`src/rtl/clb_pkg.sv`:
```
package clb_pkg;
  localparam int CLB_NCH   = 6;
  localparam int CLB_DW    = 8;
  localparam int CLB_AW    = 8;
  localparam int CLB_GRP   = 3;
  localparam int CLB_A_OFS = 'h80;
  localparam int CLB_B_OFS = 'h92;
  localparam int CLB_T_OFS = 'hA5;
endpackage

```
`src/rtl/clb_chan.sv`:
```
module clb_chan #(
  parameter int DW  = 8,
  parameter int GRP = 3
) (
  input  logic                       clk,
  input  logic                       rst_n,
  input  logic [2*GRP-1:0]           wr_sel,
  input  logic [DW-1:0]              wdata,
  input  logic                       fire,
  output logic [2*GRP-1:0][DW-1:0]   regs_o,
  output logic                       pulse_o,
  output logic [3*DW-1:0]            snap_addr_o,
  output logic [4*DW-1:0]            snap_parm_o
);
  localparam int NB = 2*GRP;

  logic [NB-1:0][DW-1:0] reg_q, reg_d;
  logic [3*DW-1:0]       addr_q, addr_d;
  logic [4*DW-1:0]       parm_q, parm_d;
  logic                  pulse_q;

  always_comb begin
    reg_d = reg_q;
    for (int k = 0; k < NB; k++) begin
      if (wr_sel[k]) reg_d[k] = wdata;
    end
  end

  always_comb begin
    addr_d = {reg_q[2], reg_q[1], {DW{1'b0}}};
    parm_d = {reg_q[GRP+2], reg_q[GRP+1], reg_q[GRP], reg_q[0]};
  end

  always_ff @(posedge clk or negedge rst_n) begin
    if (!rst_n) begin
      reg_q   <= '0;
      addr_q  <= '0;
      parm_q  <= '0;
      pulse_q <= 1'b0;
    end else begin
      reg_q   <= reg_d;
      pulse_q <= fire;
      if (fire) begin
        addr_q <= addr_d;
        parm_q <= parm_d;
      end
    end
  end

  assign regs_o      = reg_q;
  assign pulse_o     = pulse_q;
  assign snap_addr_o = addr_q;
  assign snap_parm_o = parm_q;

  // writing the low page byte keeps the high page byte
  p_page_hi_kept_r3: assert property (@(posedge clk) disable iff (!rst_n)
    (wr_sel[1] && !wr_sel[2]) |=> $stable(reg_q[2]));
  // writing the high page byte keeps the low page byte
  p_page_lo_kept_r3: assert property (@(posedge clk) disable iff (!rst_n)
    (wr_sel[2] && !wr_sel[1]) |=> $stable(reg_q[1]));
  // captured settings hold while the channel is not launched
  p_snap_hold_r6: assert property (@(posedge clk) disable iff (!rst_n)
    !fire |=> $stable(parm_q));
endmodule

```
`src/rtl/clb_trig.sv`:
```
module clb_trig #(
  parameter int DW  = 8,
  parameter int NCH = 6
) (
  input  logic           clk,
  input  logic           rst_n,
  input  logic           wr,
  input  logic [DW-1:0]  wdata,
  output logic [NCH-1:0] fire_o,
  output logic [DW-1:0]  mask_o,
  output logic           err_o
);
  logic [DW-1:0] mask_q, mask_d;
  logic          err_q, err_d;

  always_comb begin
    mask_d = mask_q;
    err_d  = err_q;
    if (wr) begin
      mask_d = wdata;
      err_d  = |wdata[DW-1:NCH];
    end
  end

  always_ff @(posedge clk or negedge rst_n) begin
    if (!rst_n) begin
      mask_q <= '0;
      err_q  <= 1'b0;
    end else begin
      mask_q <= mask_d;
      err_q  <= err_d;
    end
  end

  assign fire_o = wr ? wdata[NCH-1:0] : '0;
  assign mask_o = mask_q;
  assign err_o  = err_q;

  // reserved bits on a launch write raise the flag
  p_rsvd_flag_r7: assert property (@(posedge clk) disable iff (!rst_n)
    (wr && (|wdata[DW-1:NCH])) |=> err_o);
  // flag is held between launch writes
  p_flag_hold_r7: assert property (@(posedge clk) disable iff (!rst_n)
    !wr |=> $stable(err_o));
endmodule

```
`src/rtl/chan_launch_bank.sv`:
```
module chan_launch_bank
  import clb_pkg::*;
#(
  parameter int NCH = CLB_NCH,
  parameter int DW  = CLB_DW,
  parameter int AW  = CLB_AW
) (
  input  logic              clk,
  input  logic              rst_n,
  input  logic              bus_wr,
  input  logic [AW-1:0]     bus_addr,
  input  logic [DW-1:0]     bus_wdata,
  output logic [DW-1:0]     bus_rdata,
  output logic [NCH-1:0]    launch_o,
  output logic [NCH*3*DW-1:0] launch_addr_o,
  output logic [NCH*4*DW-1:0] launch_parm_o,
  output logic              rsvd_err_o
);
  localparam int NB = 2*CLB_GRP;
  localparam logic [AW-1:0] T_ADDR = AW'(CLB_T_OFS);

  logic [NCH-1:0][NB-1:0][DW-1:0] chan_regs;
  logic [NCH-1:0]                 fire;
  logic [DW-1:0]                  mask_q;
  logic                           trig_wr;

  assign trig_wr = bus_wr && (bus_addr == T_ADDR);

  for (genvar n = 0; n < NCH; n++) begin : g_ch
    logic [NB-1:0] sel;
    for (genvar k = 0; k < CLB_GRP; k++) begin : g_byte
      assign sel[k] = bus_wr &&
        (bus_addr == AW'(CLB_A_OFS + CLB_GRP*n + k));
      assign sel[CLB_GRP+k] = bus_wr &&
        (bus_addr == AW'(CLB_B_OFS + CLB_GRP*n + k));
    end
    clb_chan #(.DW(DW), .GRP(CLB_GRP)) chan_i (
      .clk        (clk),
      .rst_n      (rst_n),
      .wr_sel     (sel),
      .wdata      (bus_wdata),
      .fire       (fire[n]),
      .regs_o     (chan_regs[n]),
      .pulse_o    (launch_o[n]),
      .snap_addr_o(launch_addr_o[n*3*DW +: 3*DW]),
      .snap_parm_o(launch_parm_o[n*4*DW +: 4*DW])
    );
  end

  clb_trig #(.DW(DW), .NCH(NCH)) trig_i (
    .clk   (clk),
    .rst_n (rst_n),
    .wr    (trig_wr),
    .wdata (bus_wdata),
    .fire_o(fire),
    .mask_o(mask_q),
    .err_o (rsvd_err_o)
  );

  always_comb begin
    bus_rdata = '0;
    for (int n = 0; n < NCH; n++) begin
      for (int k = 0; k < CLB_GRP; k++) begin
        if (bus_addr == AW'(CLB_A_OFS + CLB_GRP*n + k)) bus_rdata = chan_regs[n][k];
        if (bus_addr == AW'(CLB_B_OFS + CLB_GRP*n + k)) bus_rdata = chan_regs[n][CLB_GRP+k];
      end
    end
    if (bus_addr == T_ADDR) bus_rdata = mask_q;
  end

  // no launch pulse without a launch write the cycle before
  p_no_stray_launch_r5: assert property (@(posedge clk) disable iff (!rst_n)
    !trig_wr |=> (launch_o == '0));
  // a launch write pulses exactly the channels in the mask
  p_launch_mask_r5: assert property (@(posedge clk) disable iff (!rst_n)
    trig_wr |=> (launch_o == $past(bus_wdata[NCH-1:0])));
endmodule

```
`config.mk`:
```
export PLATFORM = sky130hd
export DESIGN_NAME = chan_launch_bank
export DESIGN_NICKNAME = d
export VERILOG_FILES = /design/src/rtl/clb_pkg.sv /design/src/rtl/clb_chan.sv /design/src/rtl/clb_trig.sv /design/src/rtl/chan_launch_bank.sv
export SDC_FILE = /design/constraint.sdc
export NUM_CORES = 1
export LEC_CHECK = 0
export BUFFER_PORTS_ARGS = -buffer_cell sky130_fd_sc_hd__buf_4
export CELL_PAD_IN_SITES_DETAIL_PLACEMENT = 1
export CELL_PAD_IN_SITES_GLOBAL_PLACEMENT = 2
export CORE_UTILIZATION = 40
export DETAILED_ROUTE_END_ITERATION = 8
export HOLD_SLACK_MARGIN = 0.12
export PLACE_DENSITY_LB_ADDON = 0.05
export SLEW_MARGIN = 20
export SYNTH_ARGS = -nofsm -noshare
export SYNTH_HDL_FRONTEND = slang
export SYNTH_SLANG_ARGS = --single-unit
```
`constraint.sdc`:
```
create_clock -name clk -period 3 [get_ports clk]
set_input_delay 0.45 -clock clk [delete_from_list [all_inputs] [get_ports clk]]
set_output_delay 0.45 -clock clk [all_outputs]
set_load 0.1 [all_outputs]
```
# After elaboration in Yosys (flattened, before gate mapping)
# Cells that the tools add are included.
dict set report classes {
  addsub 0
  multipliers 0
  div 0
  magnitude_cmp 0
  eq_ne 37
  shifts 0
  mux 38
  n_bitwise 0
  reduce_logical 38
}
# operator count
set op_table {}
lappend op_table {{8-bit equality test (second input constant)} 37}
lappend op_table {{8-bit two-way mux} 37}
lappend op_table {{1-bit logical AND} 37}
lappend op_table {{6-bit two-way mux} 1}
lappend op_table {{2-bit OR reduction} 1}
dict set report word_totals {
  reg_bits 591
  latch_bits 0
  ramBits 0
  rom_bits 0
  output_inout_bits 351
  wordCells 169
  n_memories 0
}

# Logic depth before layout (Yosys ltp)
# Gate-level depths: netlist (run 1).
dict set report depth {
  ltp_word 38
  mapped_depth 11
  mapped_depth_nobuf 7
}

# Hierarchy
# From an unflattened synthesis (run 1), not the netlist that was laid out.
dict set report unflattened {
  hier_cells 1943
  area_unflattened_um2 26649.3
}
# module n_inst cells_per_inst area_each_um2 seq_area_each_um2
set modules_own_cells {}
lappend modules_own_cells {clb_chan 6 213 3721.1 2427.3}
lappend modules_own_cells {chan_launch_bank 1 637 3916.3 0.0}
lappend modules_own_cells {clb_trig 1 28 406.6 225.2}

# Worst setup path after synthesis (run 1)
# OpenSTA, ideal clock, no wires.
dict set report synth_timing {
  path_type {in2out}
  startpoint {input port bus_addr[4]}
  endpoint {output port bus_rdata[3]}
  t_arrival_ns 4.901
  required_ns 2.550
  setup_slack_ns -2.351
  path_stages 7
  cell_sequence {buf_2 > or4b_1 > nor2_1 > a221oi_1 > a211oi_1 > nor4_1 > o41ai_1}
}
dict set report synth_via {
  elab_chain_cells 38
  word_cells_on_any_way 74
}
# element line
set synth_rtl {}
lappend synth_rtl {{from (decl)} chan_launch_bank.sv:11} ;# input logic [AW-1:0] bus_addr,
lappend synth_rtl {{8-bit equality test} chan_launch_bank.sv:64} ;# if (bus_addr == AW'(CLB_A_OFS + CLB_GRP*n + k)) bus_rdata = chan_regs[n][k];
lappend synth_rtl {{8-bit two-way mux} chan_launch_bank.sv:64}
lappend synth_rtl {{8-bit two-way mux} chan_launch_bank.sv:65} ;# if (bus_addr == AW'(CLB_B_OFS + CLB_GRP*n + k)) bus_rdata = chan_regs[n][CLB_GRP+k];
lappend synth_rtl {{8-bit two-way mux} chan_launch_bank.sv:64}
lappend synth_rtl {{8-bit two-way mux} chan_launch_bank.sv:65}
lappend synth_rtl {{8-bit two-way mux} chan_launch_bank.sv:64}
lappend synth_rtl {{8-bit two-way mux} chan_launch_bank.sv:65}
lappend synth_rtl {{8-bit two-way mux} chan_launch_bank.sv:64}
lappend synth_rtl {{[22 not listed]} -}
lappend synth_rtl {{8-bit two-way mux} chan_launch_bank.sv:65}
lappend synth_rtl {{8-bit two-way mux} chan_launch_bank.sv:64}
lappend synth_rtl {{8-bit two-way mux} chan_launch_bank.sv:65}
lappend synth_rtl {{8-bit two-way mux} chan_launch_bank.sv:64}
lappend synth_rtl {{8-bit two-way mux} chan_launch_bank.sv:65}
lappend synth_rtl {{8-bit two-way mux} chan_launch_bank.sv:64}
lappend synth_rtl {{8-bit two-way mux} chan_launch_bank.sv:65}
lappend synth_rtl {{8-bit two-way mux *} chan_launch_bank.sv:68} ;# if (bus_addr == T_ADDR) bus_rdata = mask_q;
lappend synth_rtl {{to (decl)} chan_launch_bank.sv:13} ;# output logic [DW-1:0] bus_rdata,
# Mark *: on every way between the ends. The rest lies on a longest branch, timed or not.

# Worst setup path in the final report (run 1)
dict set report layout_timing {
  startpoint {register g_ch[2].chan_i.reg_q (netlist bit g_ch[2].chan_i.regs_o[45])}
  endpoint {output port bus_rdata[5]}
}
dict set report layout_via {
  elab_chain_cells 20
}
# element line
set layout_rtl {}
lappend layout_rtl {{from (decl)} clb_chan.sv:17} ;# logic [NB-1:0][DW-1:0] reg_q, reg_d;
lappend layout_rtl {{from (signal assigned)} clb_chan.sv:41} ;# reg_q <= reg_d;
lappend layout_rtl {{8-bit two-way mux} chan_launch_bank.sv:65}
lappend layout_rtl {{8-bit two-way mux} chan_launch_bank.sv:64}
lappend layout_rtl {{8-bit two-way mux} chan_launch_bank.sv:65}
lappend layout_rtl {{8-bit two-way mux} chan_launch_bank.sv:64}
lappend layout_rtl {{8-bit two-way mux} chan_launch_bank.sv:65}
lappend layout_rtl {{8-bit two-way mux} chan_launch_bank.sv:64}
lappend layout_rtl {{8-bit two-way mux} chan_launch_bank.sv:65}
lappend layout_rtl {{8-bit two-way mux} chan_launch_bank.sv:64}
lappend layout_rtl {{[4 not listed]} -}
lappend layout_rtl {{8-bit two-way mux} chan_launch_bank.sv:65}
lappend layout_rtl {{8-bit two-way mux} chan_launch_bank.sv:64}
lappend layout_rtl {{8-bit two-way mux} chan_launch_bank.sv:65}
lappend layout_rtl {{8-bit two-way mux} chan_launch_bank.sv:64}
lappend layout_rtl {{8-bit two-way mux} chan_launch_bank.sv:65}
lappend layout_rtl {{8-bit two-way mux} chan_launch_bank.sv:64}
lappend layout_rtl {{8-bit two-way mux} chan_launch_bank.sv:65}
lappend layout_rtl {{8-bit two-way mux} chan_launch_bank.sv:68}
# Every way passes these cells.

==> results of run 1 <==
-- timing repair --
item | CTS | global route
endpoints found under the hold margin | 53 | 0
pin swaps | 41 | 48
resized for setup | 157 | 78
cloned | 0 | 1
endpoints found under the setup margin | 8 | 8
hold buffers | 2 | 0
setup buffers | 17 | 26
-- cells in the mapped netlist, drive strengths merged (4+ instances only) --
cell and n:
o22ai 31, clkbuf 60, a22oi 14, a22o 5, nand4bb 4, nor4 6, a221oi 14, o21ai 44
nand2b 4, nand3 27, o2111ai 4, a21oi 27, a211oi 7, inv 10, buf 115, nor2b 5
o22a 5, o221ai 7, nand4 11, o211ai 8, a2bb2oi 4, mux2 586, nand2 111, mux2i 16
nor3 34, and3 9, a221o 11, nor2 76, or4b 5, a2111oi 11, or3 5, nor4bb 5
a222oi 4, o31ai 6, o21a 4, a31oi 5, and2 7, dfrtp 591
-- worst paths after layout --
kind                                                               to  depth (start not counted)
min                                      trig_i.mask_o[3]$_DFFE_PN0P_                          3
max reg2reg                     g_ch[4].chan_i.regs_o[31]$_DFFE_PN0P_                          2
max in group asynchronous   g_ch[2].chan_i.snap_parm_o[1]$_DFFE_PN0P_                          4
min in group asynchronous  g_ch[5].chan_i.snap_addr_o[18]$_DFFE_PN0P_                          2
min reg2reg                              trig_i.mask_o[7]$_DFFE_PN0P_                          2
max                                                      bus_rdata[5]                          8
-- stage by stage --
| step | utilization [%] | setup slack, ps | cell area [um^2] |
|---|---|---|---|
| detailed placement | 49.3 | -850 | 31300 |
| global placement | 49.3 | -876 | 31300 |
| CTS | 54.2 | -242 | 34400 |
| global route | 55.1 | -308 | 35000 |
| floorplan | - | -306 | 26300 |
| finish | 55.1 | -261 | 35000 |
-- cell families after synthesis --
kind of cell           after synthesis  synth area share [%]
AND/OR/NAND/NOR                    327                  6.38
buffers and inverters              185                  3.63
multiplexers                       604                  26.3
other                                1                0.0145
AO/OA/AOI/OAI                      237                  6.67
flip-flops                         591                  57.1
-- flip-flops by register name (all words and copies together) (netlist names) --
| signal | flops |
|---|---|
| g_ch.chan_i.pulse_o | 6 |
| g_ch.chan_i.regs_o | 288 |
| g_ch.chan_i.snap_addr_o | 96 |
| g_ch.chan_i.snap_parm_o | 192 |
| trig_i.err_o | 1 |
| trig_i.mask_o | 8 |
-- worst max-delay path, cell delays in order (launching register included) --
cell       delay (ps)
dfrtp_2           440
a2111oi_4         300
buf_4             190
a221oi_4           50
a2111oi_4         400
buf_4             180
o211ai_1          110
a32o_2            360
buf_12            180
-- where the power goes --
group	switching [uW]	internal, uW	total, uW	leakage [uW]
clock	3330	4900	8220	0.00110
sequential	286	8170	8460	0.00820
combinational	980	473	1450	0.00877
-- area by class of cell --
cell class                 count  area share (%)
clock buffer                  94            5.67
inverter                      10           0.118
clock inverter                24           0.730
multi-input combinational   1216            32.5
sequential                   591            42.3
tap                          846            3.03
timing repair buffer         660            15.7
-- layer usage --
metal	global-route usage, %	vias to the layer above	part of all wire, %
met5	0	-	0
met2	48.0	428	50
met3	4.10	114	3.8
met1	38.6	10075	44
li1	-	8254	-
met4	6.89	0	2.2
==> run_results.csv, run 1 <==
group,metric,value,unit
detailed_routing,antenna_left,0,
global_routing,gr-usage-all-layers,28.5,%
die,die_y,257,um
die,ios,370,
synth,yosysTopAreaCell,"dfrtp_1",
synth,synth-main-ff-cell,"dfrtp_1",
global_routing,grt_pass1_vias,20525,
synth,synthTopCellsByArea,"dfrtp_1 (57%), mux2_2 (25%), nand2_1 (1.6%)",
cts,cts.clk_slew.worst_paths,60,ps
worst_setup_path,path_max_fanout,2,
sta,rsz0062_at_grt,"true",
worst_setup_path,worstSetupPathType,"flop to primary output",
die,initial_core_util,40.8,%
sta,finalHoldViolCount,0,
synth,syn_area,25900,um^2
sta,timing.final.ws_setup,-261,ps
detailed_routing,drt-total-wl,93.3,mm
layout,fill_cells,6353,
placed_design,dpl.hpwl,69.4,mm
detailed_routing,routed_via_density,5.48,
layout,drive_gt1_share,57.5,%
worst_hold_path,hold_path_class,"primary input to flop",
cts,cts_root_buf,"clkbuf_16",
status,violations,"negative setup slack",
sta,tightest_slew,676,ps
sta,skew,19.3,ps
detailed_routing,drt-initial-drc-count,957,
die,fp-row-count,92,
worst_setup_path,worstPathRequired,2550,ps
cts,cts_max_level,3,
sta,period_minus_slack,3260,ps
synth,netlist_instances,1945,
synth,synth_edf_count,0,
sta,max_freq,307,MHz
sta,timing.final.crit_share,109,%
placed_design,gp_congestion,0.957,
die,core_area,63500,um^2
cts,cts_buffers,67,
sta,setup_viol,8,
detailed_routing,drc,0,
layout,fin_cells,3441,
detailed_routing,vias,18871,
power_and_ir_drop,total_power,18100,uW
placed_design,dp_cells,3281,
layout,final-seq-area,14800,um^2
cts,clockBufferDepth,3,
cts,cts_tree,"built",
die,die_area,65800,um^2
cts,clock_sinks,591,
layout,diodes,0,
synth,yosysSeqAreaShare,57.1,%
die,die_x,257,um
synth,synth_cell_type_count,78,
global_routing,antenna_found_initial,0,
power_and_ir_drop,total_leakage_power,0.0181,uW
global_routing,overflow,0,
worst_setup_path,crit_start,"g_ch[2].chan_i.regs_o[45]$_DFFE_PN0P_",
worst_setup_path,r2r-start,"g_ch[4].chan_i.regs_o[31]$_DFFE_PN0P_",
sta,max_slew_margin,55.0,%
global_routing,grt_pass1_wl,140,mm
synth,ys_async_sr_fraction,100,%
job,cap_violations,0,
sta,drv_slew,0,
worst_setup_path,r2r_slack,1990,ps
power_and_ir_drop,max-vdd-ir-drop,384,uV
layout,nNetsFinal,2565,
worst_setup_path,cp-start-kind,"flop",
detailed_routing,drtPass1Iterations,4,
layout,area_growth,35.0,%
synth,synth_top_area_share,57.1,%
layout,multi_input_area,11400,um^2
synth,avgSynthCellArea,13.3,um^2
synth,ys_ff_latch,591,
detailed_routing,wl_per_cell,27.1,um
global_routing,grt_max_degree,57,
sta,fin_setup_tns,-1540,ps
layout,mostFrequentLayoutCell,"buf_4",
layout,final_cell_mix,"buf_4 (593), dfrtp_1 (586), mux2_2 (574), nand2_1 (98), clkbuf_16 (71)",
status,outcome,"complete, but fails checks",
worst_hold_path,hold_start,"bus_wdata[3]",
worst_setup_path,crit_path_end_kind,"primary output",
synth,synth_warnings,0,
sta,holdWs,174,ps
cts,clk_latency,610,ps
power_and_ir_drop,power_density,518,nW/um^2
worst_setup_path,arrival,2810,ps
placed_design,io_buffers,321,
Note: power is estimated with default switching activity, not from simulation.
==> inputs of run 2 (changes only) <==
CORE_UTILIZATION = 36   (was 40)
clock period = 2.65 ns   (was 3 ns; I/O delays follow)
==> run_results.csv, run 2 (synthesis gave the netlist of run 1 again) <==
group,metric,value,unit
worst_setup_path,crit_path_end_kind,"primary output",
layout,diodes,0,
worst_setup_path,arrival,2780,ps
layout,area_growth,36.1,%
power_and_ir_drop,total_leakage_power,0.0182,uW
die,die_x,270,um
detailed_routing,drt-total-wl,94.4,mm
cts,clk_latency,620,ps
global_routing,grt_pass1_vias,20410,
worst_setup_path,path_max_fanout,15,
cts,cts_buffers,68,
sta,fin_setup_tns,-3730,ps
layout,drive_gt1_share,58.0,%
cts,cts_root_buf,"clkbuf_16",
layout,final_util,49.4,%
sta,timing.final.ws_setup,-525,ps
die,die_area,73100,um^2
layout,final_cell_mix,"buf_4 (608), dfrtp_1 (590), mux2_2 (575), nand2_1 (97), clkbuf_16 (71)",
worst_setup_path,cpLargestDelayFamily,"buffers and inverters",
detailed_routing,wl_per_cell,26.5,um
global_routing,use_met2,43.9,%
job,cap_violations,0,
die,die_y,270,um
global_routing,gr-usage-all-layers,25.9,%
global_routing,use_met3,3.50,%
power_and_ir_drop,max-vdd-ir-drop,354,uV
layout,fill_cells,7269,
global_routing,grt_max_degree,95,
cts,clockBufferDepth,3,
power_and_ir_drop,power_density,594,nW/um^2
global_routing,grt_pass1_wl,141,mm
die,initial_core_util,36.3,%
worst_setup_path,cp-start-kind,"primary input",
detailed_routing,drtPass1Iterations,5,
worst_setup_path,crit_path_max_incr_delay,370,ps
worst_setup_path,path_cells,"buf_6 -> buf_4 -> buf_4 -> nor4bb_4 -> buf_4 -> and3_1 -> a2111o_1 -> a21oi_1 -> o21ai_2 -> buf_4 -> a211oi_4 -> nor3_4 -> buf_12",
cts,cts_max_level,3,
sta,max_freq,315,MHz
worst_hold_path,hold_path_class,"primary input to flop",
cts,cts_tree,"built",
sta,setup_viol,8,
placed_design,gp_congestion,0.891,
worst_setup_path,worstSetupPathType,"primary input to primary output",
sta,finalHoldViolCount,0,
power_and_ir_drop,total_power,20900,uW
placed_design,io_buffers,321,
worst_setup_path,slowest_stage,"nor4bb_4",
global_routing,antenna_found_initial,0,
sta,drv_slew,0,
worst_setup_path,critPathBufInv,6,
sta,rsz0062_at_grt,"true",
detailed_routing,routed_via_density,5.30,
sta,timing.final.crit_share,120,%
worst_setup_path,worstPathRequired,2250,ps
sta,skew,26.6,ps
detailed_routing,antenna_left,0,
global_routing,overflow,0,
cts,clock_sinks,591,
detailed_routing,drt-initial-drc-count,1098,
worst_setup_path,crit_path_frequent_cell,"buf_4",
die,fp-row-count,98,
placed_design,dpl.hpwl,70.0,mm
layout,mostFrequentLayoutCell,"buf_4",
die,core_area,71400,um^2
status,violations,"negative setup slack",
detailed_routing,drc,0,
global_routing,grtUsageMet1,34.9,%
sta,max_slew_margin,54.4,%
detailed_routing,vias,18887,
cts,cts.clk_slew.worst_paths,60,ps
sta,period_minus_slack,3180,ps
layout,largest_reg_flops,288,
sta,tightest_slew,683,ps
die,ios,370,
status,outcome,"complete, but fails checks",
layout,nNetsFinal,2576,
global_routing,grt.busiest_layer,"met2",
run 2: final cells by class:
type | instances | area (um^2) | share of cell area [%]
Clock buffer | 102 | 2080 | 5.91
Clock inverter | 23 | 255 | 0.724
Inverter | 10 | 37.5 | 0.106
Multi-Input combinational cell | 1216 | 11400 | 32.4
Sequential cell | 591 | 14800 | 41.9
Tap cell | 950 | 1190 | 3.37
Timing Repair Buffer | 670 | 5500 | 15.6
run 2: final timing paths:
| kind | slack [ps] | cells past startpoint | startpoint | to |
|---|---|---|---|---|
| min in group asynchronous | 300 | 2 | rst_n | g_ch[5].chan_i.pulse_o$_DFF_PN0_ |
| setup reg to reg | 1550 | 3 | g_ch[2].chan_i.regs_o[45]$_DFFE_PN0P_ | g_ch[2].chan_i.snap_parm_o[29]$_DFFE_PN0P_ |
| hold / removal | 180 | 3 | bus_wdata[1] | trig_i.mask_o[1]$_DFFE_PN0P_ |
| hold reg to reg | 480 | 2 | g_ch[4].chan_i.snap_addr_o[20]$_DFFE_PN0P_ | g_ch[4].chan_i.snap_addr_o[20]$_DFFE_PN0P_ |
| setup / recovery | -530 | 13 | bus_addr[3] | bus_rdata[2] |
| max in group asynchronous | 1450 | 3 | rst_n | g_ch[2].chan_i.regs_o[45]$_DFFE_PN0P_ |
run 2: metrics by stage:
step                      setup WS [ps]  hold WS [ps]  instances  cell area, um^2
after global routing               -567           187       3562            35300
final                              -525           184       3562            35300
after detailed placement          -1090           364       3410            31700
after CTS                          -608           162       3554            34800
after global placement            -1110           365       3410            31700
after floorplan                    -551           102       1992            26400
run 2: timing repair:
item,in CTS,in global routing
hold buffers,2,0
resized for setup,143,87
endpoints found under the hold margin,28,0
endpoints found under the setup margin,8,8
setup buffers,18,13
pin swaps,41,45
run 2: per-layer routing:
layer / vias to the layer above / wire (um) / part of all wire [%]
met5: - / 0 / 0
met4: 0 / 1960 / 2.1
met3: 109 / 3670 / 3.9
met2: 439 / 47300 / 50
met1: 10051 / 41500 / 44
li1: 8288 / - / -
run 2: tightest hold or removal path, delay by kind of cell:
family / cells / cell delay, ps
buffers and inverters: 1 / 110
AND/OR/NAND/NOR: 2 / 230
run 2: power by group:
part           leakage (uW)  total, uW  internal, uW  switching [uW]
combinational       0.00888       1700           545            1150
sequential          0.00820       9540          9250             284
clock               0.00116       9710          5850            3860
total                0.0182      20900         15600            5300
==> inputs of run 3 (changes only) <==
--- a/constraint.sdc
+++ b/constraint.sdc
@@ -3,2 +3,2 @@
 set_output_delay 0.3975 -clock clk [all_outputs]
-set_load 0.1 [all_outputs]
+set_load 0.01 [all_outputs]
==> run_results.csv, run 3 (synthesis gave the netlist of run 1 again) <==
group,metric,value,unit
layout,fin_cells,3557,
power_and_ir_drop,seqPwrFrac,46.4,%
power_and_ir_drop,p_sw_share,23.6,%
layout,drive_gt1_share,58.1,%
sta,max_slew_margin,53.3,%
cts,clockBufferDepth,3,
global_routing,grt_max_degree,76,
power_and_ir_drop,power_frac_comb,6.3,%
worst_setup_path,crit_path_frequent_cell,"buf_6",
sta,timing.final.ws_setup,-435,ps
detailed_routing,drc,0,
layout,mostFrequentLayoutCell,"buf_4",
cts,clk_latency,610,ps
layout,design_area,35300,um^2
layout,final_cell_mix,"buf_4 (598), dfrtp_1 (588), mux2_2 (573), nand2_1 (97), clkbuf_16 (70)",
worst_setup_path,worstSetupPathType,"primary input to primary output",
detailed_routing,drt-initial-drc-count,1010,
global_routing,antenna_found_initial,1,
status,outcome,"complete, but fails checks",
global_routing,gr-usage-all-layers,26.3,%
die,die_x,270,um
power_and_ir_drop,power.switching,4870,uW
layout,area_growth,36.1,%
worst_setup_path,slowest_stage,"or4b_4",
worst_setup_path,path_max_fanout,5,
detailed_routing,vias,18803,
worst_setup_path,worstPathRequired,2250,ps
cts,cts_buffers,67,
power_and_ir_drop,p_int,15700,uW
sta,finalHoldViolCount,0,
detailed_routing,wl_per_cell,27.0,um
die,core_area,71400,um^2
cts,clock_sinks,591,
detailed_routing,routed_via_density,5.29,
power_and_ir_drop,total_leakage_power,0.0182,uW
die,ios,370,
detailed_routing,drt-total-wl,95.9,mm
worst_hold_path,hold_path_class,"primary input to flop",
status,violations,"negative setup slack",
worst_setup_path,crit_path_max_incr_delay,590,ps
cts,cts.clk_slew.worst_paths,60,ps
placed_design,io_buffers,321,
global_routing,grt_pass1_wl,143,mm
die,fp-row-count,98,
layout,nNetsFinal,2577,
cts,cts_root_buf,"clkbuf_16",
power_and_ir_drop,max-vdd-ir-drop,549,uV
sta,skew,16.8,ps
detailed_routing,antenna_left,0,
worst_setup_path,cp-start-kind,"primary input",
sta,max_freq,324,MHz
cts,cts_max_level,3,
worst_setup_path,path_cells,"buf_12 -> or4b_4 -> buf_6 -> nor2_4 -> buf_6 -> a221o_1 -> o31ai_2 -> a21oi_4 -> o21ai_4 -> a311oi_2 -> buf_4",
placed_design,dpl.hpwl,71.3,mm
sta,fin_setup_tns,-2860,ps
placed_design,gp_congestion,0.881,
placed_design,placed_cell_area,31500,um^2
sta,tightest_slew,701,ps
power_and_ir_drop,power_density,584,nW/um^2
power_and_ir_drop,power_frac_clock,47.3,%
global_routing,grt_pass1_vias,20819,
cts,cts_tree,"built",
detailed_routing,drtPass1Iterations,6,
die,die_area,73100,um^2
sta,timing.final.crit_share,116,%
sta,setup_viol,8,
job,cap_violations,0,
layout,largest_reg_flops,288,
global_routing,overflow,0,
die,initial_core_util,36.3,%
sta,drv_slew,0,
sta,period_minus_slack,3090,ps
die,die_y,270,um
placed_design,dp_cells,3403,
worst_setup_path,arrival,2690,ps
sta,rsz0062_at_grt,"true",
worst_setup_path,crit_path_end_kind,"primary output",
==> run 3: power groups by stage <==
stage               combinational [uW]  clock, uW  sequential, uW
global placement                  1150          0            9710
floorplan                          539          0            9540
detailed placement                1180          0            9710
global route                      1390      10300            9570
CTS                               1260       9990            9550
finish                            1290       9750            9550
==> run 3: metal layers <==
layer / track usage (%) / vias up / part of all wire, %
met5: 0 / - / 0
met4: 6.97 / 0 / 1.9
met3: 4.63 / 114 / 4.6
met2: 44.4 / 466 / 50
met1: 34.8 / 9955 / 43
li1: - / 8268 / -
==> run 3: through the flow <==
| step | util, % | hold slack, ps | setup slack, ps | total power, uW |
|---|---|---|---|---|
| final | 49.4 | 246 | -435 | 20600 |
| after global routing | 49.4 | 257 | -441 | 21300 |
| after CTS | 48.7 | 213 | -379 | 20800 |
| after detailed placement | 44.1 | 385 | -985 | 10900 |
| after global placement | 44.1 | 389 | -966 | 10900 |
| after floorplan | - | 102 | -3.34 | 10100 |
==> run 3: final cells by class <==
class	instances	area [um^2]
Fill cell	7304	36100
Sequential cell	591	14800
Multi-Input combinational cell	1216	11400
Timing Repair Buffer	672	5570
Clock buffer	92	1940
Tap cell	950	1190
Clock inverter	25	378
Inverter	10	37.5
Antenna cell	1	2.50
==> run 3: what timing repair did <==
item,in CTS,in global routing
pin swaps,69,55
hold buffers,1,0
setup endpoints to repair,8,8
endpoints found under the hold margin,29,0
setup buffers,28,20
resized for setup,181,81
==> run 3: worst paths after layout <==
kind	start	to	slack, ps	cells past startpoint
max	bus_addr[5]	bus_rdata[4]	-440	11
min	bus_wdata[2]	trig_i.mask_o[2]$_DFFE_PN0P_	250	3
max reg2reg	g_ch[4].chan_i.regs_o[35]$_DFFE_PN0P_	g_ch[4].chan_i.snap_parm_o[19]$_DFFE_PN0P_	1670	2
min reg2reg	trig_i.mask_o[6]$_DFFE_PN0P_	trig_i.mask_o[6]$_DFFE_PN0P_	480	2
max in group asynchronous	rst_n	g_ch[2].chan_i.regs_o[45]$_DFFE_PN0P_	1410	3
min in group asynchronous	rst_n	g_ch[5].chan_i.snap_parm_o[16]$_DFFE_PN0P_	330	2
==> run 3: critical path: cells and delay by family <==
family                 cells  cell delay (ps)
AO/OA/AOI/OAI              5              960
AND/OR/NAND/NOR            2              710
buffers and inverters      4              610
